[src/rtl/t1_txclk_pkg.sv]
package t1_txclk_pkg;
  // Position strobes passed from the frame sequencer to the gating datapath.
  typedef struct packed {
    logic adv;       // bit strobe accepted while master
    logic frameBit;  // current position is the framing bit
    logic lastBit;   // current position is the last bit of a channel
  } posStrobe_t;
endpackage

[src/rtl/t1_txclk_mode.sv]
module t1_txclk_mode #(
  parameter int CHANNELS = 24
) (
  input  logic                ctrlEn,
  input  logic [CHANNELS-1:0] chanGap,
  input  logic [CHANNELS-1:0] ch56k,
  output logic                fracMode,
  output logic                cfgErr
);
  logic anySet;
  always_comb begin
    anySet   = |(chanGap | ch56k);
    fracMode = anySet & ctrlEn;
    cfgErr   = anySet & ~ctrlEn;
  end
endmodule

[src/rtl/t1_txclk_ctrl.sv]
module t1_txclk_ctrl
  import t1_txclk_pkg::*;
#(
  parameter int CHANNELS = 24,
  parameter int CH_BITS  = 8,
  localparam int CW = (CHANNELS > 1) ? $clog2(CHANNELS) : 1,
  localparam int BW = (CH_BITS > 1) ? $clog2(CH_BITS) : 1
) (
  input  logic          clk,
  input  logic          rstN,
  input  logic          bitEn,
  input  logic          masterSel,
  output posStrobe_t    stb,
  output logic [CW-1:0] chanIdx
);
  localparam logic [CW-1:0] LAST_CH  = CW'(CHANNELS - 1);
  localparam logic [BW-1:0] LAST_BIT = BW'(CH_BITS - 1);

  logic          inFrame;
  logic [BW-1:0] bitIdx;

  always_ff @(posedge clk) begin
    if (!rstN || !masterSel) begin
      inFrame <= 1'b1;
      chanIdx <= '0;
      bitIdx  <= '0;
    end else if (bitEn) begin
      if (inFrame) begin
        inFrame <= 1'b0;
        chanIdx <= '0;
        bitIdx  <= '0;
      end else if (bitIdx == LAST_BIT) begin
        bitIdx <= '0;
        if (chanIdx == LAST_CH) inFrame <= 1'b1;
        else                    chanIdx <= chanIdx + 1'b1;
      end else begin
        bitIdx <= bitIdx + 1'b1;
      end
    end
  end

  always_comb begin
    stb.adv      = bitEn & masterSel;
    stb.frameBit = inFrame;
    stb.lastBit  = ~inFrame & (bitIdx == LAST_BIT);
  end
endmodule

[src/rtl/t1_txclk_dpath.sv]
module t1_txclk_dpath
  import t1_txclk_pkg::*;
#(
  parameter int CHANNELS = 24,
  localparam int CW = (CHANNELS > 1) ? $clog2(CHANNELS) : 1
) (
  input  logic                clk,
  input  logic                rstN,
  input  posStrobe_t          stb,
  input  logic [CW-1:0]       chanIdx,
  input  logic                fracMode,
  input  logic [CHANNELS-1:0] chanGap,
  input  logic [CHANNELS-1:0] ch56k,
  output logic                txClkOut,
  output logic                txFsOut
);
  logic gateOn;
  logic chGapped;
  logic chDrop;

  always_comb begin
    chGapped = chanGap[chanIdx];
    chDrop   = ch56k[chanIdx] & stb.lastBit;
    if (!fracMode)         gateOn = 1'b1;
    else if (stb.frameBit) gateOn = 1'b0;
    else                   gateOn = ~(chGapped | chDrop);
  end

  always_ff @(posedge clk) begin
    if (!rstN) begin
      txClkOut <= 1'b0;
      txFsOut  <= 1'b0;
    end else begin
      txClkOut <= stb.adv & gateOn;
      txFsOut  <= stb.adv & stb.frameBit;
    end
  end
endmodule

[src/rtl/t1_txclk_master.sv]
module t1_txclk_master
  import t1_txclk_pkg::*;
#(
  parameter int CHANNELS = 24,
  parameter int CH_BITS  = 8
) (
  input  logic                clk,
  input  logic                rstN,
  input  logic                bitEn,
  input  logic                masterSel,
  input  logic                ctrlEn,
  input  logic [CHANNELS-1:0] chanGap,
  input  logic [CHANNELS-1:0] ch56k,
  output logic                txClkOut,
  output logic                txFsOut,
  output logic                clkOe,
  output logic                fsOe,
  output logic                fracMode,
  output logic                cfgErr
);
  localparam int CW = (CHANNELS > 1) ? $clog2(CHANNELS) : 1;

  posStrobe_t    stb;
  logic [CW-1:0] chanIdx;

  assign clkOe = masterSel;
  assign fsOe  = masterSel;

  t1_txclk_mode #(.CHANNELS(CHANNELS)) u_mode (
    .ctrlEn(ctrlEn), .chanGap(chanGap), .ch56k(ch56k),
    .fracMode(fracMode), .cfgErr(cfgErr)
  );

  t1_txclk_ctrl #(.CHANNELS(CHANNELS), .CH_BITS(CH_BITS)) u_ctrl (
    .clk(clk), .rstN(rstN), .bitEn(bitEn), .masterSel(masterSel),
    .stb(stb), .chanIdx(chanIdx)
  );

  t1_txclk_dpath #(.CHANNELS(CHANNELS)) u_dpath (
    .clk(clk), .rstN(rstN), .stb(stb), .chanIdx(chanIdx),
    .fracMode(fracMode), .chanGap(chanGap), .ch56k(ch56k),
    .txClkOut(txClkOut), .txFsOut(txFsOut)
  );
endmodule

[config.mk]
export PLATFORM = sky130hd
export DESIGN_NAME = t1_txclk_master
export DESIGN_NICKNAME = d
export VERILOG_FILES = /design/src/rtl/t1_txclk_pkg.sv /design/src/rtl/t1_txclk_mode.sv /design/src/rtl/t1_txclk_ctrl.sv /design/src/rtl/t1_txclk_dpath.sv /design/src/rtl/t1_txclk_master.sv
export SDC_FILE = /design/constraint.sdc
export NUM_CORES = 1
export LEC_CHECK = 0
export BUFFER_PORTS_ARGS = -buffer_cell sky130_fd_sc_hd__buf_2
export CORE_MARGIN = 2
export CORE_UTILIZATION = 48
export CTS_CLUSTER_SIZE = 40
export DETAILED_ROUTE_END_ITERATION = 8
export GPL_ROUTABILITY_DRIVEN = 1
export MAX_ROUTING_LAYER = met4
export PLACE_DENSITY_LB_ADDON = 0.25
export SYNTH_ARGS = -nofsm -noshare
export SYNTH_HDL_FRONTEND = slang
export SYNTH_SLANG_ARGS = --single-unit
[constraint.sdc]
create_clock -name clk -period 4.7 [get_ports clk]
set_input_delay 0.94 -clock clk [delete_from_list [all_inputs] [get_ports clk]]
set_output_delay 0.94 -clock clk [all_outputs]
set_load 0.01 [all_outputs]
==> flow_summary_export.csv, run 1 <==
group,metric,value,unit
outcome,status,"complete, no violations",
sta,rsz0062_at_grt,"no",
critical_path,max_stage_delay,0.31,ns
placed_design,hpwl,2263,um
critical_path,arrival,2.04,ns
cts,clk_path_buf_depth,2,
critical_path,worstReg2RegEnd,"u_dpath.txClkOut$_SDFF_PN0_",
cts,ctsHoldBuffers,0,
cells_and_area,insertedDiodeCount,0,
worst_hold_path,hold_class,"reg2reg",
sta,post-route-period-util,63.39,%
drt,totalWireLength,2807,um
job,maxCapViolations,0,
power_and_ir_drop,leakage,0.0005590,uW
drt,dr.pass1.iters,4,
critical_path,required,3.76,ns
critical_path,rr_worst_depth,5,
sta,maxSlewHeadroom,53.56,%
synth,syn_area_per_cell,9.655,sq um
die,die_area,2670,sq um
placed_design,io_buffers,58,
die,die_h,51.68,um
grt,grtUsageTotal,23.76,%
sta,setup_tns,0,ns
critical_path,crit_path_start_kind,"primary input",
critical_path,setup.worst_path.end,"fracMode",
sta,period_minus_slack,2.979,ns
drt,drc_errors,0,
power_and_ir_drop,p_per_area,157.1,nW/um^2
critical_path,r2r_start,"u_ctrl.chanIdx[1]$_SDFFE_PP0P_",
critical_path,cp_slowest_cell,"nor4_1",
grt,grt_pass1_wl,4761,um
cts,cts_root_buffer,"clkbuf_4",
cells_and_area,num-fill-cells,203,
sta,finalSetupViolCount,0,
die,ios,59,
cts,clkTransAtPathRegs,0.07,ns
critical_path,r2r_setup_slack,2.49,ns
sta,clock.fmax,335.7,MHz
cts,cts_setup_buffers,0,
cells_and_area,drive_above_1_share,43.71,%
grt,grt_pass1_vias,1155,
drt,ant_nets,0,
drt,via_count,1157,
sta,finalHoldViolCount,0,
grt,grt_max_degree,21,
power_and_ir_drop,ir_drop,0.09645,mV
sta,slew_viol_final,0,
die,rows,17,
critical_path,worstSetupEndpointType,"output port",
cts,insertion_delay,0.27,ns
sta,hold_slack,0.4796,ns
critical_path,path_common_cell,"buf_2",
placed_design,gp_congestion,0.8718,
grt,grt_antenna_before_repair,0,
drt,wl_per_cell,14.39,um
worst_hold_path,holdCritStartpoint,"u_ctrl.bitIdx[2]$_SDFFE_PP0P_",
critical_path,critPathMaxFanout,2,
grt,overflow,0,
cts,clock_sinks,11,
synth,syn-cell-area,1091,sq um
cts,numCtsBuffers,3,
cts,cts_resized,0,
drt,dr.first_iter.drc_count,21,
critical_path,crit_chain,"buf_2, nor4_1, nand4_1, nor3_1, nor2b_1, buf_2",
synth,synth_nets,169,
cts,cts_tree,"done",
synth,synth_seq_cells,11,
synth,synthCells,113,
sta,tightest_slew,0.6956,ns
critical_path,worstSetupPathType,"in2out",
critical_path,crit_start,"chanGap[5]",
cts,htreeDepth,1,
synth,yosys_warnings,0,
die,fp.coreArea,2170,sq um
synth,ys_types,35,
die,die_x,51.68,um
cells_and_area,synthToLayoutAreaGrowth,24.89,%
synth,synth-seq-area-share,20.18,%
sta,fin_skew,0.001815,ns
drt,via_per_inst,5.933,
cells_and_area,fin_nets,224,
die,floorplan.initialDensity,50.29,%
synthesized netlist by cell type (all sizes together):
cell | n | area (sq um)
a31o | 1 | 8.760
xor2 | 3 | 26.28
nand2 | 5 | 18.77
mux2 | 6 | 67.56
mux2i | 4 | 40.04
a2bb2oi | 1 | 8.760
nand3b | 2 | 15.01
buf | 4 | 31.27
and2b | 1 | 8.760
clkbuf | 4 | 48.80
nand3 | 4 | 20.02
ha | 3 | 37.54
inv | 2 | 7.510
nor4 | 12 | 75.07
nand4 | 5 | 31.28
a21o | 1 | 7.510
a221oi | 4 | 35.03
nand2b | 3 | 18.77
o21ai | 2 | 10.01
or2b | 1 | 7.510
a311oi | 2 | 17.52
xnor2 | 1 | 8.760
and4b | 1 | 10.01
o22ai | 3 | 18.77
nor2 | 8 | 30.03
dfxtp | 11 | 220.2
mux4 | 8 | 197.7
nor3 | 1 | 5.000
a21oi | 3 | 15.01
nor2b | 7 | 43.79
cell usage in the layout, fill, tap and decap left out:
| cell | n |
|---|---|
| nand3_1 | 4 |
| dfxtp_1 | 11 |
| a21o_1 | 1 |
| nand2b_1 | 3 |
| a221oi_1 | 4 |
| nor3_1 | 1 |
| o21ai_0 | 2 |
| or2b_1 | 1 |
| buf_2 | 58 |
| mux4_4 | 1 |
| nand3b_1 | 2 |
| ha_1 | 3 |
| nor4_1 | 12 |
| mux2i_1 | 4 |
| mux4_2 | 3 |
| a311oi_1 | 2 |
| clkbuf_1 | 1 |
| mux4_1 | 4 |
| and2b_2 | 1 |
| clkbuf_4 | 3 |
| a21oi_1 | 3 |
| nor2b_1 | 7 |
| a31o_2 | 1 |
| nor2_1 | 8 |
| inv_1 | 2 |
| a2bb2oi_1 | 1 |
| xor2_1 | 3 |
| nand2_1 | 5 |
| mux2_2 | 6 |
| and4b_1 | 1 |
| xnor2_1 | 1 |
| nand4_1 | 5 |
| o22ai_1 | 3 |
metrics by stage:
| stage | setup WS [ns] | total power, uW | util (%) | std cells | cell area, sq um |
|---|---|---|---|---|---|
| after floorplan | 2.116 | 119.8 | - | 113 | 1091 |
| after global placement | 1.718 | 148.9 | 61.59 | 191 | 1336 |
| after detailed placement | 1.721 | 150.2 | 61.59 | 191 | 1336 |
| after CTS | 1.716 | 214.8 | 62.80 | 195 | 1363 |
| after global routing | 1.575 | 223.2 | 62.80 | 195 | 1363 |
| final | 1.721 | 214.0 | 62.80 | 195 | 1363 |
logic make-up after synthesis:
kind of cell / Yosys count / synth area share [%]
AND/OR/NAND/NOR: 50 / 26.03
multiplexers: 18 / 27.98
AO/OA/AOI/OAI: 17 / 11.12
flip-flops: 11 / 20.18
buffers and inverters: 10 / 8.027
XOR/XNOR: 4 / 3.212
adder cells (fa/ha/maj): 3 / 3.441
final cells by class:
class	instances	area (sq um)	area share (%)
Multi-Input combinational cell	92	783.3	57.48
Timing Repair Buffer	58	290.3	21.30
Sequential cell	11	220.2	16.16
Tap cell	28	35.03	2.571
Clock buffer	4	26.28	1.928
Inverter	2	7.507	0.5510
registers in the layout (all words and copies together), names as in the netlist:
name,cells
u_ctrl.bitIdx,3
u_ctrl.chanIdx,5
u_dpath.txFsOut,1
u_dpath.txClkOut,1
u_ctrl.inFrame,1
worst max-delay path: cells and delay by family:
kind	cells	cell delay, ns
buffers and inverters	2	0.26
and+or+nand+nor	4	0.83
where the power goes:
group,switching [uW],internal [uW],total (uW)
Sequential,1.02,94.3,95.3
Combinational,23.3,29.9,53.2
Clock,32.6,32.9,65.5
Total,56.9,157,214
worst min-delay path by stage:
| stage | cells after the start | slack, ns | to |
|---|---|---|---|
| CTS | 2 | 0.49 | u_ctrl.bitIdx[2]$_SDFFE_PP0P_ |
| floorplan | 2 | 0.45 | u_ctrl.bitIdx[1]$_SDFFE_PP0P_ |
| global route | 2 | 0.51 | u_ctrl.bitIdx[2]$_SDFFE_PP0P_ |
| detailed placement | 2 | 0.47 | u_ctrl.bitIdx[2]$_SDFFE_PP0P_ |
| finish | 2 | 0.48 | u_ctrl.bitIdx[2]$_SDFFE_PP0P_ |
| global placement | 2 | 0.46 | u_ctrl.bitIdx[1]$_SDFFE_PP0P_ |
routing by layer:
layer	vias up	global-route usage [%]	wire length, um
met3	7	3.448	177
li1	563	-	-
met5	-	-	0
met2	56	41.67	1449
met4	0	10.09	40
met1	531	27.04	1139
Power figures use the tool's default switching activity.
==> run 2, diff against run 1 <==
--- a/config.mk
+++ b/config.mk
@@ -6,8 +6,9 @@
 export NUM_CORES = 1
 export LEC_CHECK = 0
 export BUFFER_PORTS_ARGS = -buffer_cell sky130_fd_sc_hd__buf_2
+export CORE_ASPECT_RATIO = 2
 export CORE_MARGIN = 2
-export CORE_UTILIZATION = 48
+export CORE_UTILIZATION = 40
 export CTS_CLUSTER_SIZE = 40
 export DETAILED_ROUTE_END_ITERATION = 8
 export GPL_ROUTABILITY_DRIVEN = 1
==> constraint.sdc (replaced) <==
create_clock -name clk -period 2.63 [get_ports clk]
set_input_delay 0.526 -clock clk [delete_from_list [all_inputs] [get_ports clk]]
set_output_delay 0.526 -clock clk [all_outputs]
set_load 0.01 [all_outputs]
==> run 2 against run 1 <==
Net effect: clock skew rose by 0.0022 ns; global-route usage is 0.83 points lower; first-iteration DRC count up 14%; die area up 19%; core utilization fell by 8.5 points; wire length rose by 11%; largest power group unchanged; worst hold slack got worse by 0.0099 ns; flip-flop and latch count stayed put; highest routed layer unchanged; total power rose by 100%; via count increased by 3.6%.
==> flow_summary_export.csv, run 2 (synthesis results as in run 1) <==
group,metric,value,unit
outcome,status,"complete, no violations",
sta,maxSlewHeadroom,52.72,%
cts,cts_setup_buffers,0,
cells_and_area,drive_above_1_share,44.38,%
cts,clock_sinks,11,
power_and_ir_drop,switchingPower,108.9,uW
drt,ant_nets,0,
power_and_ir_drop,power_frac_comb,21.9,%
grt,overflow,0,
worst_hold_path,hold_class,"reg2reg",
cells_and_area,fin_area,1396,sq um
placed_design,io_buffers,58,
sta,fin_skew,0.004004,ns
placed_design,gp_congestion,0.8596,
sta,rsz0062_at_grt,"no",
drt,via_count,1199,
sta,worst_slack,0.3748,ns
drt,totalWireLength,3128,um
cells_and_area,top_regs,"u_ctrl.chanIdx: 5 flops, u_ctrl.bitIdx: 3 flops",
sta,hold_slack,0.4697,ns
cells_and_area,top_register,"u_ctrl.chanIdx",
die,floorplan.initialDensity,42.45,%
cells_and_area,fin_nets,226,
job,maxCapViolations,0,
cells_and_area,largest_reg_flops,5,
critical_path,worstSetupEndpointType,"output port",
drt,wl_per_cell,15.88,um
critical_path,arrival,1.73,ns
power_and_ir_drop,p_seq_share,39.0,%
power_and_ir_drop,internal_power,329.0,uW
sta,tightest_slew,0.7082,ns
cts,cts_root_buffer,"clkbuf_8",
die,rows,26,
grt,grt_antenna_before_repair,0,
sta,finalSetupViolCount,0,
die,die_h,77.86,um
cells_and_area,final_cell_mix,"buf_2, nor4_1, dfxtp_1",
power_and_ir_drop,ir_drop,0.1575,mV
critical_path,critPathMaxFanout,2,
critical_path,worstSetupPathType,"in2out",
grt,grt_max_degree,21,
power_and_ir_drop,switching_share,24.87,%
sta,finalHoldViolCount,0,
drt,dr.first_iter.drc_count,24,
cts,cts_resized,0,
power_and_ir_drop,p_per_area,313.6,nW/um^2
cts,numCtsBuffers,3,
cts,clk_path_buf_depth,2,
sta,slew_viol_final,0,
sta,clock.fmax,443.4,MHz
cts,htreeDepth,1,
cells_and_area,synthToLayoutAreaGrowth,27.98,%
die,die_area,3187,sq um
drt,drc_errors,0,
drt,via_per_inst,6.086,
grt,grt_pass1_wl,4981,um
cts,clkTransAtPathRegs,0.05,ns
sta,setup_tns,0,ns
cts,insertion_delay,0.24,ns
die,die_x,40.93,um
grt,grtUsageTotal,22.93,%
sta,period_minus_slack,2.255,ns
die,fp.coreArea,2570,sq um
critical_path,required,2.10,ns
cells_and_area,insertedDiodeCount,0,
placed_design,place_ws,0.3545,ns
critical_path,crit_path_start_kind,"primary input",
placed_design,dpl-instance-area,1351,sq um
sta,post-route-period-util,85.75,%
die,ios,59,
cts,ctsHoldBuffers,0,
drt,dr.pass1.iters,4,
power_and_ir_drop,p_clk_share,39.1,%
placed_design,hpwl,2651,um
grt,grt_pass1_vias,1140,
power_and_ir_drop,leakage,0.0005777,uW
cts,cts_tree,"done",
cells_and_area,final_common_cell,"buf_2",
-- run 2: cell count changes in the layout (fill, tap and decap cells not counted) --
cell and delta:
buf_4 +2, clkbuf_4 -3, clkbuf_8 +3
-- run 2: final timing paths --
check | start | to | slack (ns) | cells after the start
setup reg to reg | u_ctrl.chanIdx[0]$_SDFFE_PP0P_ | u_dpath.txClkOut$_SDFF_PN0_ | 0.53 | 5
hold / removal | u_ctrl.bitIdx[2]$_SDFFE_PP0P_ | u_ctrl.bitIdx[2]$_SDFFE_PP0P_ | 0.47 | 2
setup / recovery | ch56k[12] | fracMode | 0.37 | 6
hold reg to reg | u_ctrl.bitIdx[2]$_SDFFE_PP0P_ | u_ctrl.bitIdx[2]$_SDFFE_PP0P_ | 0.47 | 2
-- run 2: layout make-up --
| cell class | count | area [sq um] |
|---|---|---|
| fillers | 260 | 1174 |
| flip-flops and latches | 11 | 220.2 |
| repair buffers | 60 | 305.3 |
| multi-input cells | 92 | 783.3 |
| inverters | 2 | 7.507 |
| well taps | 28 | 35.03 |
| clock buffers | 4 | 45.04 |
-- run 2: routing by layer --
metal	up-vias	track usage [%]	routed length, um
met2	62	40.00	1858
li1	569	-	-
met4	0	10.67	78
met3	11	1.429	173
met1	557	23.44	1018
met5	-	-	0
-- run 2: metrics by stage --
stage               utilization, %  total power (uW)  instances
floorplan                        -             214.1        113
global placement             52.58             267.0        193
finish                       54.33             437.9        197
detailed placement           52.58             269.9        193
CTS                          54.33             442.1        197
global route                 54.33             458.2        197
-- run 2: power groups by stage --
stage	registers [uW]	clock network [uW]	logic [uW]
6_report	171	171	96.0
5_1_grt	171	182	105
4_1_cts	171	175	96.2
3_5_place_dp	174	0	95.7
3_3_place_gp	174	0	93.0
2_1_floorplan	174	0	39.7
-- run 2: worst max-delay path: stages --
cell and delay, ns:
buf_2 0.10, nor4_1 0.42, nand4_1 0.16, nor3_1 0.27, nor2b_1 0.10, buf_2 0.15
==> run 3, diff against run 2 <==
--- a/config.mk
+++ b/config.mk
@@ -8,7 +8,7 @@
 export BUFFER_PORTS_ARGS = -buffer_cell sky130_fd_sc_hd__buf_2
 export CORE_ASPECT_RATIO = 2
 export CORE_MARGIN = 2
-export CORE_UTILIZATION = 40
+export CORE_UTILIZATION = 41
 export CTS_CLUSTER_SIZE = 40
 export DETAILED_ROUTE_END_ITERATION = 8
 export GPL_ROUTABILITY_DRIVEN = 1
@@ -16,4 +16,5 @@
 export PLACE_DENSITY_LB_ADDON = 0.25
 export SYNTH_ARGS = -nofsm -noshare
 export SYNTH_HDL_FRONTEND = slang
+export SYNTH_HIERARCHICAL = 1
 export SYNTH_SLANG_ARGS = --single-unit
==> run 3 against run 2 <==
Net effect: clock power about the same; clock skew down 0.0032 ns; sequential power about the same; largest power group unchanged; first-iteration DRC count up 79%; register-to-register slack worse by 0.16 ns; wire length up 16%; critical endpoint is now u_dpath/txClkOut$_SDFF_PN0_; worst hold slack better by 0.062 ns.
==> flow_summary_export.csv, run 3 <==
group,metric,value,unit
outcome,status,"complete, no violations",
drt,drc_errors,0,
die,ios,59,
synth,synthCells,121,
synth,synth_edf_count,0,
cts,cts_tree,"done",
die,rows,27,
die,fp.coreArea,2736,sq um
critical_path,crit_chain,"ha_1, ha_1, nor2b_1, buf_4, a221oi_1, mux4_1, nor3b_1, o32ai_1",
grt,grt_pass1_vias,1247,
drt,via_per_inst,6.348,
die,die_h,79.46,um
critical_path,worstSetupEndpointType,"flip-flop",
grt,grt.busiest_layer,"met2",
sta,tightest_slew,0.5194,ns
sta,clock.fmax,442.9,MHz
synth,synth-seq-area-share,18.86,%
die,die_area,3316,sq um
drt,ant_nets,0,
sta,rsz0062_at_grt,"no",
synth,synth_async_sr_flop_share,0,%
cts,numCtsBuffers,3,
power_and_ir_drop,ir_drop,0.1157,mV
placed_design,io_buffers,58,
grt,grtUsageTotal,21.89,%
cts,cts_resized,0,
synth,ys_types,43,
cts,cts_setup_buffers,0,
power_and_ir_drop,leakage,0.0006180,uW
sta,setup_tns,0,ns
critical_path,critPathMaxFanout,7,
drt,totalWireLength,3634,um
drt,dr.first_iter.drc_count,43,
cts,cts_root_buffer,"clkbuf_8",
synth,synth_top_area_share,18.86,%
critical_path,r2r_start,"u_ctrl/bitIdx[0]$_SDFFE_PP0P_",
cells_and_area,insertedDiodeCount,0,
drt,dr.pass1.iters,4,
cts,ctsHoldBuffers,0,
cells_and_area,synthToLayoutAreaGrowth,28.19,%
sta,maxSlewHeadroom,65.32,%
cells_and_area,top_regs,"u_ctrl/chanIdx: 5 flops, u_ctrl/bitIdx: 3 flops",
critical_path,max_stage_delay,0.41,ns
critical_path,required,2.78,ns
synth,syn-cell-area,1167,sq um
cells_and_area,drive_above_1_share,42.70,%
cts,insertion_delay,0.24,ns
sta,fin_skew,0.0008289,ns
sta,slew_viol_final,0,
synth,synth_seq_cells,11,
critical_path,path_common_cell,"ha_1",
grt,overflow,0,
critical_path,worstSetupPathType,"reg2reg",
cts,htreeDepth,1,
drt,wl_per_cell,17.56,um
critical_path,arrival,2.41,ns
synth,synthTopCellsByCount,"nor4_1, dfxtp_1",
grt,grt_pass1_wl,5402,um
worst_hold_path,whs_endpoint,"u_ctrl/bitIdx[2]$_SDFFE_PP0P_",
cells_and_area,final_common_cell,"buf_2",
critical_path,rr_worst_depth,8,
die,die_x,41.73,um
synth,synth_ff_type,"dfxtp_1",
cells_and_area,fin_nets,235,
placed_design,hpwl,2986,um
cells_and_area,final_cell_mix,"buf_2, nor4_1, dfxtp_1",
synth,synth_most_common_cell,"nor4_1",
grt,use_met2,43.28,%
grt,gr-usage-met3,2.489,%
synth,synth_area_leader_cell,"dfxtp_1",
cells_and_area,post-route-util,54.69,%
cts,clkTransAtPathRegs,0.05,ns
sta,post-route-period-util,85.86,%
synth,synth_nets,177,
die,floorplan.initialDensity,42.66,%
worst_hold_path,hold_depth,2,
synth,syn_area_per_cell,9.648,sq um
critical_path,crit_path_start_kind,"flip-flop",
worst_hold_path,holdCritStartpoint,"u_ctrl/bitIdx[2]$_SDFFE_PP0P_",
sta,finalHoldViolCount,0,
synth,yosys_warnings,6,
worst_hold_path,hold_class,"reg2reg",
sta,finalSetupViolCount,0,
sta,hold_slack,0.5314,ns
cells_and_area,largest_reg_flops,5,
critical_path,r2r_setup_slack,0.37,ns
placed_design,gp_congestion,0.8494,
cells_and_area,top_register,"u_ctrl/chanIdx",
cts,clk_path_buf_depth,2,
drt,via_count,1314,
critical_path,worstReg2RegEnd,"u_dpath/txClkOut$_SDFF_PN0_",
cts,clock_sinks,11,
job,maxCapViolations,0,
critical_path,cp_slowest_cell,"a221oi_1",
sta,period_minus_slack,2.258,ns
grt,grt_antenna_before_repair,0,
synth,synth.area.top_cells,"dfxtp_1, mux4_1, nor4_1",
power_and_ir_drop,p_per_area,296.2,nW/um^2
grt,use_met1,18.90,%
power_and_ir_drop,fin_total_pwr,443.3,uW
grt,grt_max_degree,16,
## run 3: how the worst max path moves through the flow
| stage | from | endpoint | cells after the start |
|---|---|---|---|
| after floorplan | u_ctrl/bitIdx[0]$_SDFFE_PP0P_ | u_dpath/txClkOut$_SDFF_PN0_ | 7 |
| after global placement | u_ctrl/bitIdx[0]$_SDFFE_PP0P_ | u_dpath/txClkOut$_SDFF_PN0_ | 8 |
| after detailed placement | u_ctrl/bitIdx[0]$_SDFFE_PP0P_ | u_dpath/txClkOut$_SDFF_PN0_ | 8 |
| after CTS | u_ctrl/bitIdx[0]$_SDFFE_PP0P_ | u_dpath/txClkOut$_SDFF_PN0_ | 8 |
| after global routing | u_ctrl/bitIdx[0]$_SDFFE_PP0P_ | u_dpath/txClkOut$_SDFF_PN0_ | 8 |
| final | u_ctrl/bitIdx[0]$_SDFFE_PP0P_ | u_dpath/txClkOut$_SDFF_PN0_ | 8 |
## run 3: layout make-up
cell class,count,area [sq um]
Tap cell,29,36.28
Clock buffer,4,45.04
Sequential cell,11,220.2
Fill cell,258,1240
Multi-Input combinational cell,95,852.1
Timing Repair Buffer,62,320.3
Inverter,6,22.52
## run 3: through the flow
step | setup slack, ns | instances | area [sq um]
6_report | 0.3720 | 207 | 1496
5_1_grt | 0.3001 | 207 | 1496
4_1_cts | 0.4028 | 207 | 1496
3_5_place_dp | 0.4180 | 203 | 1451
3_3_place_gp | 0.5374 | 203 | 1451
2_1_floorplan | 0.5740 | 121 | 1167
## run 3: kinds of logic after synthesis
family                     share of synthesized area (%)
buffers and inverters                              8.145
adders and majority gates                          3.216
DFF                                                18.86
and+or+nand+nor                                    25.94
AOI/OAI and AO/OA                                  18.11
muxes                                              25.72
## run 3: worst max-delay path: cells and delay by family, from the launching register on
kind                     cells  cell delay (ns)
AO/OA/AOI/OAI                2             0.66
adder cells (fa/ha/maj)      2             0.46
flip-flops                   1             0.33
multiplexers                 1             0.33
AND/OR/NAND/NOR              2             0.22
buffers and inverters        1             0.18
## run 3: routing by layer
metal / part of all wire, % / vias to the layer above
met2: 59 / 71
met3: 5.6 / 10
li1: - / 622
met1: 33 / 611
met4: 3.0 / 0
met5: 0 / -
## run 3: where the power goes
group          leakage [uW]  internal, uW  total (uW)  switching (uW)
logic              0.000506          54.0        98.8            44.9
clock network     0.0000228           107         172            65.7
registers         0.0000890           169         172            3.02
total              0.000618           330         443             114
